<file path="src/rtl/tlb_pkg.sv">
package tlb_pkg;

    localparam int ASID_W        = 7;
    localparam int VA_W          = 32;
    localparam int PAGE_SHIFT    = 12;
    localparam int SECTION_SHIFT = 22;
    localparam int GROUP_SHIFT   = 14;
    localparam int VPN_W         = VA_W - PAGE_SHIFT;
    localparam int PFN_W         = 20;
    localparam int CMD_W         = 32;
    localparam int CMD_QUAL_BIT  = 31;
    localparam int CMD_ASID_LSB  = 24;

    typedef enum logic [1:0] {
        FLM_ALL     = 2'd0,
        FLM_RSVD    = 2'd1,
        FLM_SECTION = 2'd2,
        FLM_GROUP   = 2'd3
    } flush_mode_e;

    typedef struct packed {
        logic rd;
        logic wr;
        logic ns;
    } perm_t;

    typedef struct packed {
        logic              valid;
        logic [ASID_W-1:0] asid;
        logic [VPN_W-1:0]  vpn;
        logic [PFN_W-1:0]  pfn;
        perm_t             perm;
    } tlb_line_t;

    typedef struct packed {
        logic              active;
        logic              asid_qual;
        logic [ASID_W-1:0] asid;
        logic [VPN_W-1:0]  vpn_mask;
        logic [VPN_W-1:0]  vpn_ref;
    } kill_req_t;

    typedef struct packed {
        logic             valid;
        logic             hit;
        logic [PFN_W-1:0] pfn;
        perm_t            perm;
    } tlb_rsp_t;

endpackage

</file>
<file path="src/rtl/tlb_flush_decode.sv">
module tlb_flush_decode
    import tlb_pkg::*;
(
    input  logic             flush_valid,
    input  logic [CMD_W-1:0] flush_cmd,
    output kill_req_t        kill
);

    localparam int SEC_LOW = SECTION_SHIFT - PAGE_SHIFT;
    localparam int GRP_LOW = GROUP_SHIFT - PAGE_SHIFT;
    localparam logic [VPN_W-1:0] SEC_MASK = ~((VPN_W'(1) << SEC_LOW) - VPN_W'(1));
    localparam logic [VPN_W-1:0] GRP_MASK = ~((VPN_W'(1) << GRP_LOW) - VPN_W'(1));

    flush_mode_e mode;
    logic        unused_cmd_bits;

    assign mode            = flush_mode_e'(flush_cmd[1:0]);
    assign unused_cmd_bits = ^flush_cmd[CMD_ASID_LSB-1:VPN_W];

    always_comb begin
        kill           = '0;
        kill.asid_qual = flush_cmd[CMD_QUAL_BIT];
        kill.asid      = flush_cmd[CMD_ASID_LSB +: ASID_W];
        kill.vpn_ref   = flush_cmd[VPN_W-1:0];
        unique case (mode)
            FLM_ALL: begin
                kill.active   = flush_valid;
                kill.vpn_mask = '0;
            end
            FLM_SECTION: begin
                kill.active   = flush_valid;
                kill.vpn_mask = SEC_MASK;
            end
            FLM_GROUP: begin
                kill.active   = flush_valid;
                kill.vpn_mask = GRP_MASK;
            end
            default: begin
                kill.active   = 1'b0;
                kill.vpn_mask = '0;
            end
        endcase
    end

endmodule

</file>
<file path="src/rtl/tlb_line_match.sv">
module tlb_line_match
    import tlb_pkg::*;
#(
    parameter int NUM_LINES = 8,
    parameter int CNT_W     = $clog2(NUM_LINES + 1)
) (
    input  tlb_line_t [NUM_LINES-1:0] lines,
    input  logic [CNT_W-1:0]          active_lines,
    input  logic [ASID_W-1:0]         lk_asid,
    input  logic [VPN_W-1:0]          lk_vpn,
    input  logic [ASID_W-1:0]         fill_asid,
    input  logic [VPN_W-1:0]          fill_vpn,
    input  kill_req_t                 kill,
    output logic [NUM_LINES-1:0]      lk_hit_vec,
    output logic [NUM_LINES-1:0]      fill_hit_vec,
    output logic [NUM_LINES-1:0]      kill_vec
);

    for (genvar g = 0; g < NUM_LINES; g++) begin : g_line
        localparam logic [CNT_W-1:0] LINE_IDX = CNT_W'(g);
        logic in_service;
        logic asid_ok;
        logic addr_ok;

        assign in_service = lines[g].valid && (LINE_IDX < active_lines);
        assign lk_hit_vec[g]   = in_service && (lines[g].asid == lk_asid)
                                 && (lines[g].vpn == lk_vpn);
        assign fill_hit_vec[g] = in_service && (lines[g].asid == fill_asid)
                                 && (lines[g].vpn == fill_vpn);
        assign asid_ok = !kill.asid_qual || (lines[g].asid == kill.asid);
        assign addr_ok = ((lines[g].vpn ^ kill.vpn_ref) & kill.vpn_mask) == '0;
        assign kill_vec[g] = kill.active && lines[g].valid && asid_ok && addr_ok;
    end

endmodule

</file>
<file path="src/rtl/tlb_victim.sv">
module tlb_victim #(
    parameter int NUM_LINES = 8,
    parameter int CNT_W     = $clog2(NUM_LINES + 1),
    parameter int IDX_W     = (NUM_LINES > 1) ? $clog2(NUM_LINES) : 1
) (
    input  logic [NUM_LINES-1:0] fill_hit_vec,
    input  logic [IDX_W-1:0]     rr_q,
    input  logic [CNT_W-1:0]     active_lines,
    output logic                 fill_ok,
    output logic                 alloc,
    output logic [IDX_W-1:0]     wr_idx,
    output logic [IDX_W-1:0]     rr_next
);

    logic [IDX_W-1:0] hit_idx;
    logic [IDX_W-1:0] victim;
    logic [CNT_W-1:0] victim_inc;

    always_comb begin
        hit_idx = '0;
        for (int i = 0; i < NUM_LINES; i++) begin
            if (fill_hit_vec[i]) hit_idx = IDX_W'(i);
        end
    end

    always_comb begin
        fill_ok    = (active_lines != '0);
        alloc      = (fill_hit_vec == '0);
        victim     = (CNT_W'(rr_q) < active_lines) ? rr_q : '0;
        victim_inc = CNT_W'(victim) + CNT_W'(1);
        rr_next    = (victim_inc >= active_lines) ? '0 : IDX_W'(victim_inc);
        wr_idx     = alloc ? victim : hit_idx;
    end

endmodule

</file>
<file path="src/rtl/asid_tlb.sv">
module asid_tlb
    import tlb_pkg::*;
#(
    parameter int NUM_LINES = 8,
    parameter int CNT_W     = $clog2(NUM_LINES + 1),
    parameter int IDX_W     = (NUM_LINES > 1) ? $clog2(NUM_LINES) : 1
) (
    input  logic              clk,
    input  logic              rst_n,
    input  logic              cfg_hum,
    input  logic [CNT_W-1:0]  cfg_active_lines,
    input  logic              lk_valid,
    output logic              lk_ready,
    input  logic [ASID_W-1:0] lk_asid,
    input  logic [VA_W-1:0]   lk_va,
    output logic              rsp_valid,
    output logic              rsp_hit,
    output logic [PFN_W-1:0]  rsp_pfn,
    output logic              rsp_rd,
    output logic              rsp_wr,
    output logic              rsp_ns,
    input  logic              fill_valid,
    input  logic [ASID_W-1:0] fill_asid,
    input  logic [VA_W-1:0]   fill_va,
    input  logic [PFN_W-1:0]  fill_pfn,
    input  logic              fill_rd,
    input  logic              fill_wr,
    input  logic              fill_ns,
    input  logic              flush_valid,
    input  logic [CMD_W-1:0]  flush_cmd
);

    typedef struct packed {
        tlb_line_t [NUM_LINES-1:0] lines;
        logic [IDX_W-1:0]          rr;
        logic                      pend;
        tlb_rsp_t                  rsp;
    } state_t;

    state_t st_d, st_q;

    kill_req_t            kill;
    logic [NUM_LINES-1:0] lk_hit_vec;
    logic [NUM_LINES-1:0] fill_hit_vec;
    logic [NUM_LINES-1:0] kill_vec;
    logic [NUM_LINES-1:0] line_valid;
    logic                 fill_ok;
    logic                 alloc;
    logic [IDX_W-1:0]     wr_idx;
    logic [IDX_W-1:0]     rr_next;
    logic                 lk_fire;
    logic                 pend_q;
    logic [PFN_W-1:0]     hit_pfn;
    perm_t                hit_perm;
    logic                 unused_va_bits;

    assign unused_va_bits = ^{lk_va[PAGE_SHIFT-1:0], fill_va[PAGE_SHIFT-1:0]};

    tlb_flush_decode u_decode (
        .flush_valid (flush_valid),
        .flush_cmd   (flush_cmd),
        .kill        (kill)
    );

    tlb_line_match #(
        .NUM_LINES (NUM_LINES),
        .CNT_W     (CNT_W)
    ) u_match (
        .lines        (st_q.lines),
        .active_lines (cfg_active_lines),
        .lk_asid      (lk_asid),
        .lk_vpn       (lk_va[VA_W-1:PAGE_SHIFT]),
        .fill_asid    (fill_asid),
        .fill_vpn     (fill_va[VA_W-1:PAGE_SHIFT]),
        .kill         (kill),
        .lk_hit_vec   (lk_hit_vec),
        .fill_hit_vec (fill_hit_vec),
        .kill_vec     (kill_vec)
    );

    tlb_victim #(
        .NUM_LINES (NUM_LINES),
        .CNT_W     (CNT_W),
        .IDX_W     (IDX_W)
    ) u_victim (
        .fill_hit_vec (fill_hit_vec),
        .rr_q         (st_q.rr),
        .active_lines (cfg_active_lines),
        .fill_ok      (fill_ok),
        .alloc        (alloc),
        .wr_idx       (wr_idx),
        .rr_next      (rr_next)
    );

    assign pend_q   = st_q.pend;
    assign lk_ready = !st_q.pend || cfg_hum;
    assign lk_fire  = lk_valid && lk_ready;

    always_comb begin
        hit_pfn  = '0;
        hit_perm = '0;
        for (int i = 0; i < NUM_LINES; i++) begin
            line_valid[i] = st_q.lines[i].valid;
            if (lk_hit_vec[i]) begin
                hit_pfn  = hit_pfn | st_q.lines[i].pfn;
                hit_perm = hit_perm | st_q.lines[i].perm;
            end
        end
    end

    always_comb begin
        st_d = st_q;

        for (int i = 0; i < NUM_LINES; i++) begin
            if (kill_vec[i]) st_d.lines[i].valid = 1'b0;
        end

        if (fill_valid && fill_ok) begin
            st_d.lines[wr_idx].valid   = 1'b1;
            st_d.lines[wr_idx].asid    = fill_asid;
            st_d.lines[wr_idx].vpn     = fill_va[VA_W-1:PAGE_SHIFT];
            st_d.lines[wr_idx].pfn     = fill_pfn;
            st_d.lines[wr_idx].perm.rd = fill_rd;
            st_d.lines[wr_idx].perm.wr = fill_wr;
            st_d.lines[wr_idx].perm.ns = fill_ns;
            if (alloc) st_d.rr = rr_next;
        end

        if (fill_valid) st_d.pend = 1'b0;
        if (lk_fire && (lk_hit_vec == '0)) st_d.pend = 1'b1;

        st_d.rsp.valid = lk_fire;
        st_d.rsp.hit   = lk_fire && (lk_hit_vec != '0);
        st_d.rsp.pfn   = lk_fire ? hit_pfn : '0;
        st_d.rsp.perm  = lk_fire ? hit_perm : '0;
    end

    always_ff @(posedge clk) begin
        if (!rst_n) st_q <= '0;
        else        st_q <= st_d;
    end

    assign rsp_valid = st_q.rsp.valid;
    assign rsp_hit   = st_q.rsp.hit;
    assign rsp_pfn   = st_q.rsp.pfn;
    assign rsp_rd    = st_q.rsp.perm.rd;
    assign rsp_wr    = st_q.rsp.perm.wr;
    assign rsp_ns    = st_q.rsp.perm.ns;

endmodule

</file>
<file path="config.mk">
export PLATFORM = sky130hd
export DESIGN_NAME = asid_tlb
export DESIGN_NICKNAME = d
export VERILOG_FILES = /design/src/rtl/tlb_pkg.sv /design/src/rtl/tlb_flush_decode.sv /design/src/rtl/tlb_line_match.sv /design/src/rtl/tlb_victim.sv /design/src/rtl/asid_tlb.sv
export SDC_FILE = /design/constraint.sdc
export NUM_CORES = 1
export LEC_CHECK = 0
export CORE_ASPECT_RATIO = 0.5
export CORE_MARGIN = 1
export CORE_UTILIZATION = 30
export DETAILED_ROUTE_END_ITERATION = 8
export DONT_BUFFER_PORTS = 1
export GPL_ROUTABILITY_DRIVEN = 1
export PLACE_DENSITY = 0.44
export SKIP_LAST_GASP = 1
export SLEW_MARGIN = 20
export SYNTH_ARGS = -nofsm -noshare
export SYNTH_HDL_FRONTEND = slang
export SYNTH_SLANG_ARGS = --single-unit
</file>
<file path="constraint.sdc">
create_clock -name clk -period 3.2 [get_ports clk]
set_clock_uncertainty 0.15 [all_clocks]
set_input_delay 0.16 -clock clk [delete_from_list [all_inputs] [get_ports clk]]
set_output_delay 0.16 -clock clk [all_outputs]
set_load 0.02 [all_outputs]
</file>
==> impl_metrics.toml, run 1 <==
[worst_setup_path]
start_kind = "flop"
crit_fanout = 10
critical_path.endpoint_type = "flop"
cp.required_ps = 3590
worstSetupPathType = "flop to flop"
crit_arrival_ps = 3810

[synthesis]
synth_edf_count = 0
async_flop_share_pct = 0
avgSynthCellArea_um2 = 9.31
ys_seq_elements = 437
synth_cell_types = 51
syn_inst = 2590
yosysSeqAreaShare_pct = 36.3
syn-cell-area_um2 = 24100
syn_nets = 2740
ys_warn_count = 0
yosys_most_used_dff = "dfxtp_1"

[clocking]
clock-root-buffer = "clkbuf_16"
cts.sinks = 437
clk_latency_ps = 650
ctsLongestPathBuffers = 3
cts_tree = "done"
numCtsBuffers = 47
path_clk_slew_ps = 70
htreeDepth = 2

[worst_hold_path]
hold_class = "primary input to flop"

[sta]
timing.final.crit_share_pct = 107
tightest_slew_ps = 1110
worst_slack_ps = -217
drv_slew = 0
whs_ps = 31.8
finalHoldViolations = 0
rsz0062_at_grt = "true"
fmax_mhz = 293
period_minus_slack_ps = 3420
final-setup-viol-count = 339
relSlewSlack_pct = 25.7

[status]
status = "finished with violations"
violations = "setup timing"

[global_routing]
grt_pass1_vias = 21900
grt_overflow = 0
grtUsageTotal_pct = 29.0
antenna_found_initial = 9
grt_pass1_wl_um = 168000
grt_max_degree = 289

[routing]
wl_um = 127000
ant_nets = 0
drt_iter0_drc = 2940
via_per_inst = 5.30
vias = 22900
wire_per_inst_um = 29.4
drc = 0
first_pass_iters = 6

[die]
initial_core_util_pct = 30.3
die_h_um = 202
core_um2 = 79500
floorplan.die_area_um2 = 81600
die_w_um = 403
num_rows = 73
ioPinCount = 169

[place]
place_area_um2 = 27900
io_buffers = 0
hpwl_um = 83300
place_congestion = 1.02
dp_slack_ps = -408

[cells_and_area]
area_delta_synth_final_pct = 46.4
drive_above_1_share_pct = 20.2
final_area_um2 = 35300
finalNetCount = 3376

[pwr]
p_per_area_nw_per_um2 = 400
ir_worst_vdd_v = 0.000381
p_leak_nw = 14.3

[flow_run]
maxCapViolations = 0
[critical path: stages, from the launching register on]
cell,delay [ps]
dfxtp_1,350
xor2_1,420
nor4_4,70
nand2_2,170
nor4_4,90
buf_4,160
nand4bb_4,300
buf_6,180
or3_4,380
buf_6,140
a211oi_4,260
buf_6,240
buf_16,180
mux2i_1,200
[power breakdown]
group          total, mW  internal (mW)  switching (mW)
logic               1.91          0.864            1.05
registers           5.61           5.54          0.0684
clock network       6.61           3.95            2.66
total               14.1           10.4            3.77
[metrics by stage]
| stage | setup TNS, ps | util, % | cells | power [mW] |
|---|---|---|---|---|
| 3_3_place_gp | -118510 | 35.1 | 3820 | 7.23 |
| 4_1_cts | -72890 | 42.5 | 4276 | 14.0 |
| 5_1_grt | -45310 | 44.4 | 4314 | 14.5 |
| 2_1_floorplan | 0 | - | 2590 | 6.72 |
| 6_report | -38290 | 44.4 | 4315 | 14.1 |
| 3_5_place_dp | -135780 | 35.1 | 3820 | 7.23 |
[cell type report]
type,count,area (um^2)
Clock buffer,66,1400
Clock inverter,20,415
Inverter,7,26.3
Sequential cell,437,8790
Tap cell,1050,1310
Timing Repair Buffer,810,8320
Fill cell,7755,44200
Antenna cell,2,5.00
Multi-Input combinational cell,1923,15000
[synth_stat cells, drive strengths merged, types with 2 or more instances]
master    n  area, um^2
xor2    267        2340
a211oi    2        15.0
nand3b    2        15.0
mux2i   400        4000
and2      2        15.0
nor3     10        50.1
buf      97         616
nor2      6        22.5
a31oi     3        18.8
or4      10        78.8
o21bai    2        15.0
nand2   475        1790
dfxtp   437        8750
o21a      4        30.0
a21boi   12        90.1
inv       7        26.3
ha        7        87.6
xnor2   366        3210
a22oi    12        90.1
a21oi    24         120
and3      2        12.5
o32ai     2        17.5
a222oi   10         100
a21o      4        30.0
nor4     68         425
nand2b    7        43.8
o21ai     7        35.0
nand3    13        65.1
a221oi   30         263
nand4   107         669
o211ai    5        37.5
a41oi     7        61.3
o41ai    18         158
a22o     30         263
clkbuf  126         473
[path summary, 6_finish.rpt]
path                                          startpoint                  endpoint  slack [ps]  depth (start not counted)
worst min-delay path                               rst_n  line_valid[1]$_SDFF_PN0_          30                          2
worst max register to register                      flop                      flop        -220                         13
worst min register to register  line_valid[0]$_SDFF_PN0_  line_valid[0]$_SDFF_PN0_         300                          2
worst max-delay path                                flop                      flop        -220                         13
[kinds of logic after synthesis]
kind of cell	share of synthesized area, %
simple gates	13.4
xor+xnor	23.0
flops	36.3
mux	16.6
buf+inv	4.62
compound gates	5.76
fa+ha+maj	0.363
[layout by cell type, fill, tap and decap left out, drive strengths merged, types with 3 or more instances in the layout]
master	synthesis	routed
o21ai	7	7
a221oi	30	30
a31oi	3	3
nor2	6	6
ha	7	7
xor2	267	267
a22o	30	30
o41ai	18	18
clkbuf	126	86
o211ai	5	5
or4	10	10
nand4	107	107
nor3	10	10
o21a	4	4
dfxtp	437	437
a22oi	12	12
buf	97	438
a21boi	12	12
a222oi	10	10
clkinv	0	8
nor4	68	68
nand2b	7	7
mux2i	400	400
a41oi	7	7
a21o	4	4
bufinv	0	11
a21oi	24	24
inv	7	8
dlygate4sd3	0	352
nand3	13	13
nand2	475	475
xnor2	366	366
[routing by layer]
layer  vias up  wire (um)  global-route usage [%]
li1      10100          -                       -
met1     11500      54600                    39.8
met2      1012      54400                    44.6
met3       211      12000                    5.25
met4         6       5680                    12.1
met5         -         37                       0
[repair_timing]
item	CTS	global route
pin swaps	9	43
gates cloned	6	25
gates resized for setup	45	178
hold buffers	350	4
setup endpoints to repair	433	433
setup buffers	15	26
hold endpoints to repair	413	1
Power figures use the tool's default switching activity.
==> inputs of run 2 (changes only) <==
Settings changed: PLACE_DENSITY 0.44 to default.
==> run 2 against run 1 <==
Global-route usage down 0.19 points. Highest routed layer is now met4. The run ends with DRC, setup timing left. Combinational power about the same. Register-to-register slack about the same.
==> impl_metrics.toml, run 2 (synthesized netlist as in run 1, its figures left out) <==
[cells_and_area]
final_area_um2 = 34500
drive_above_1_share_pct = 18.8
area_delta_synth_final_pct = 43.3
final_common_cell = "nand2_1"
instances_no_fill = 4284
final_cell_mix = "nand2_1 (473), dfxtp_1 (422), mux2i_1 (395)"
fin_util_pct = 43.5
finalNetCount = 3343

[clocking]
numCtsBuffers = 47
htreeDepth = 2
path_clk_slew_ps = 70
cts_tree = "done"
cts.sinks = 437
ctsLongestPathBuffers = 3
clk_latency_ps = 620
clock-root-buffer = "clkbuf_16"

[die]
die_w_um = 403
initial_core_util_pct = 30.3
num_rows = 73
core_um2 = 79500
ioPinCount = 169
floorplan.die_area_um2 = 81600
die_h_um = 202

[worst_hold_path]
hold_class = "primary input to flop"
holdCritStartpoint = "flush_cmd[30]"

[pwr]
ir_worst_vdd_v = 0.000372
p_per_area_nw_per_um2 = 386
p_leak_nw = 13.9
finalPower_mw = 13.3

[worst_setup_path]
worstSetupPathType = "flop to flop"
slowest_delay_ps = 660
start_kind = "flop"
cp.required_ps = 3490
worstPathCellList = "xnor2_2, buf_4, nand4_1, buf_4, or4_4, buf_6, nor2_4, a21oi_4, o221a_4, or4_4, buf_12, mux2i_1"
crit_arrival_ps = 3700
critical_path.endpoint_type = "flop"
slowest_stage = "or4_4"
crit_fanout = 22

[sta]
finalHoldViolations = 0
drv_slew = 0
fmax_mhz = 294
timing.final.crit_share_pct = 106
relSlewSlack_pct = 19.1
worst_slack_ps = -203
tightest_slew_ps = 1210
final-setup-viol-count = 335
rsz0062_at_grt = "true"
period_minus_slack_ps = 3400
setup_tns_ps = -24730
whs_ps = 12.5

[global_routing]
grt_pass1_vias = 22600
grt_pass1_wl_um = 169000
grt_overflow = 0
grtUsageTotal_pct = 28.8
grt_max_degree = 284
antenna_found_initial = 6

[routing]
wire_per_inst_um = 28.9
drc = 4
wl_um = 124000
ant_nets = 0
first_pass_iters = 8
via_per_inst = 5.38
vias = 23100
drt_iter0_drc = 2597

[place]
place_congestion = 1.02
io_buffers = 0
dp_slack_ps = -381
place_area_um2 = 27800
dp.cells = 3803
hpwl_um = 80700

[flow_run]
maxCapViolations = 0

[status]
violations = "DRC, setup timing"
status = "finished with violations"
## run 2: cell count changes in the layout (fill, tap and decap cells not counted), sizes merged
cell         before  now
diode             2    4
inv               8   10
clkinv            8   13
buf             438  418
clkbuf           86   81
dlygate4sd3     352  345
bufinv           11    3
## run 2: critical path, delay by kind of cell, from the launching register on
kind            cells  cell delay (ps)
buf+inv             4              700
flops               1              350
mux                 1              150
simple gates        4             1400
xor+xnor            1              100
compound gates      2              310
## run 2: power breakdown
group | switching, mW | leakage [nW] | internal, mW
Clock | 2.56 | 0.800 | 3.28
Combinational | 1.02 | 9.60 | 0.867
Sequential | 0.0707 | 3.54 | 5.54
## run 2: final timing paths
path / endpoint / slack [ps] / depth (start not counted)
worst max register to register: flop / -200 / 12
worst max-delay path: flop / -200 / 12
worst min register to register: line_valid[7]$_SDFF_PN0_ / 310 / 2
worst min-delay path: line_valid[0]$_SDFF_PN0_ / 10 / 6
## run 2: final cells by class
cell class                      count  area, um^2
Antenna cell                        4        10.0
Clock buffer                       67        1380
Inverter                            7        26.3
Tap cell                         1050        1310
Multi-Input combinational cell   1923       14900
Timing Repair Buffer              777        7950
Clock inverter                     19         218
Fill cell                        7579       44900
Sequential cell                   437        8770
## run 2: per-layer routing
| metal | up-vias | share of wire [%] | track usage (%) | routed length [um] |
|---|---|---|---|---|
| met5 | - | 0 | 0 | 0 |
| met4 | 0 | 5.6 | 14.4 | 6920 |
| met3 | 261 | 8.9 | 5.57 | 11000 |
| met2 | 1153 | 44 | 44.9 | 53800 |
| met1 | 11600 | 42 | 38.0 | 51800 |
| li1 | 10100 | - | - | - |
## run 2: repair_timing
action / 4_1_cts / 5_1_grt
gates resized for setup: 94 / 92
cloned: 12 / 18
buffers inserted: 13 / 12
setup endpoints to repair: 409 / 428
hold buffers: 345 / 1
hold endpoints to repair: 426 / 2
pin swaps: 32 / 40
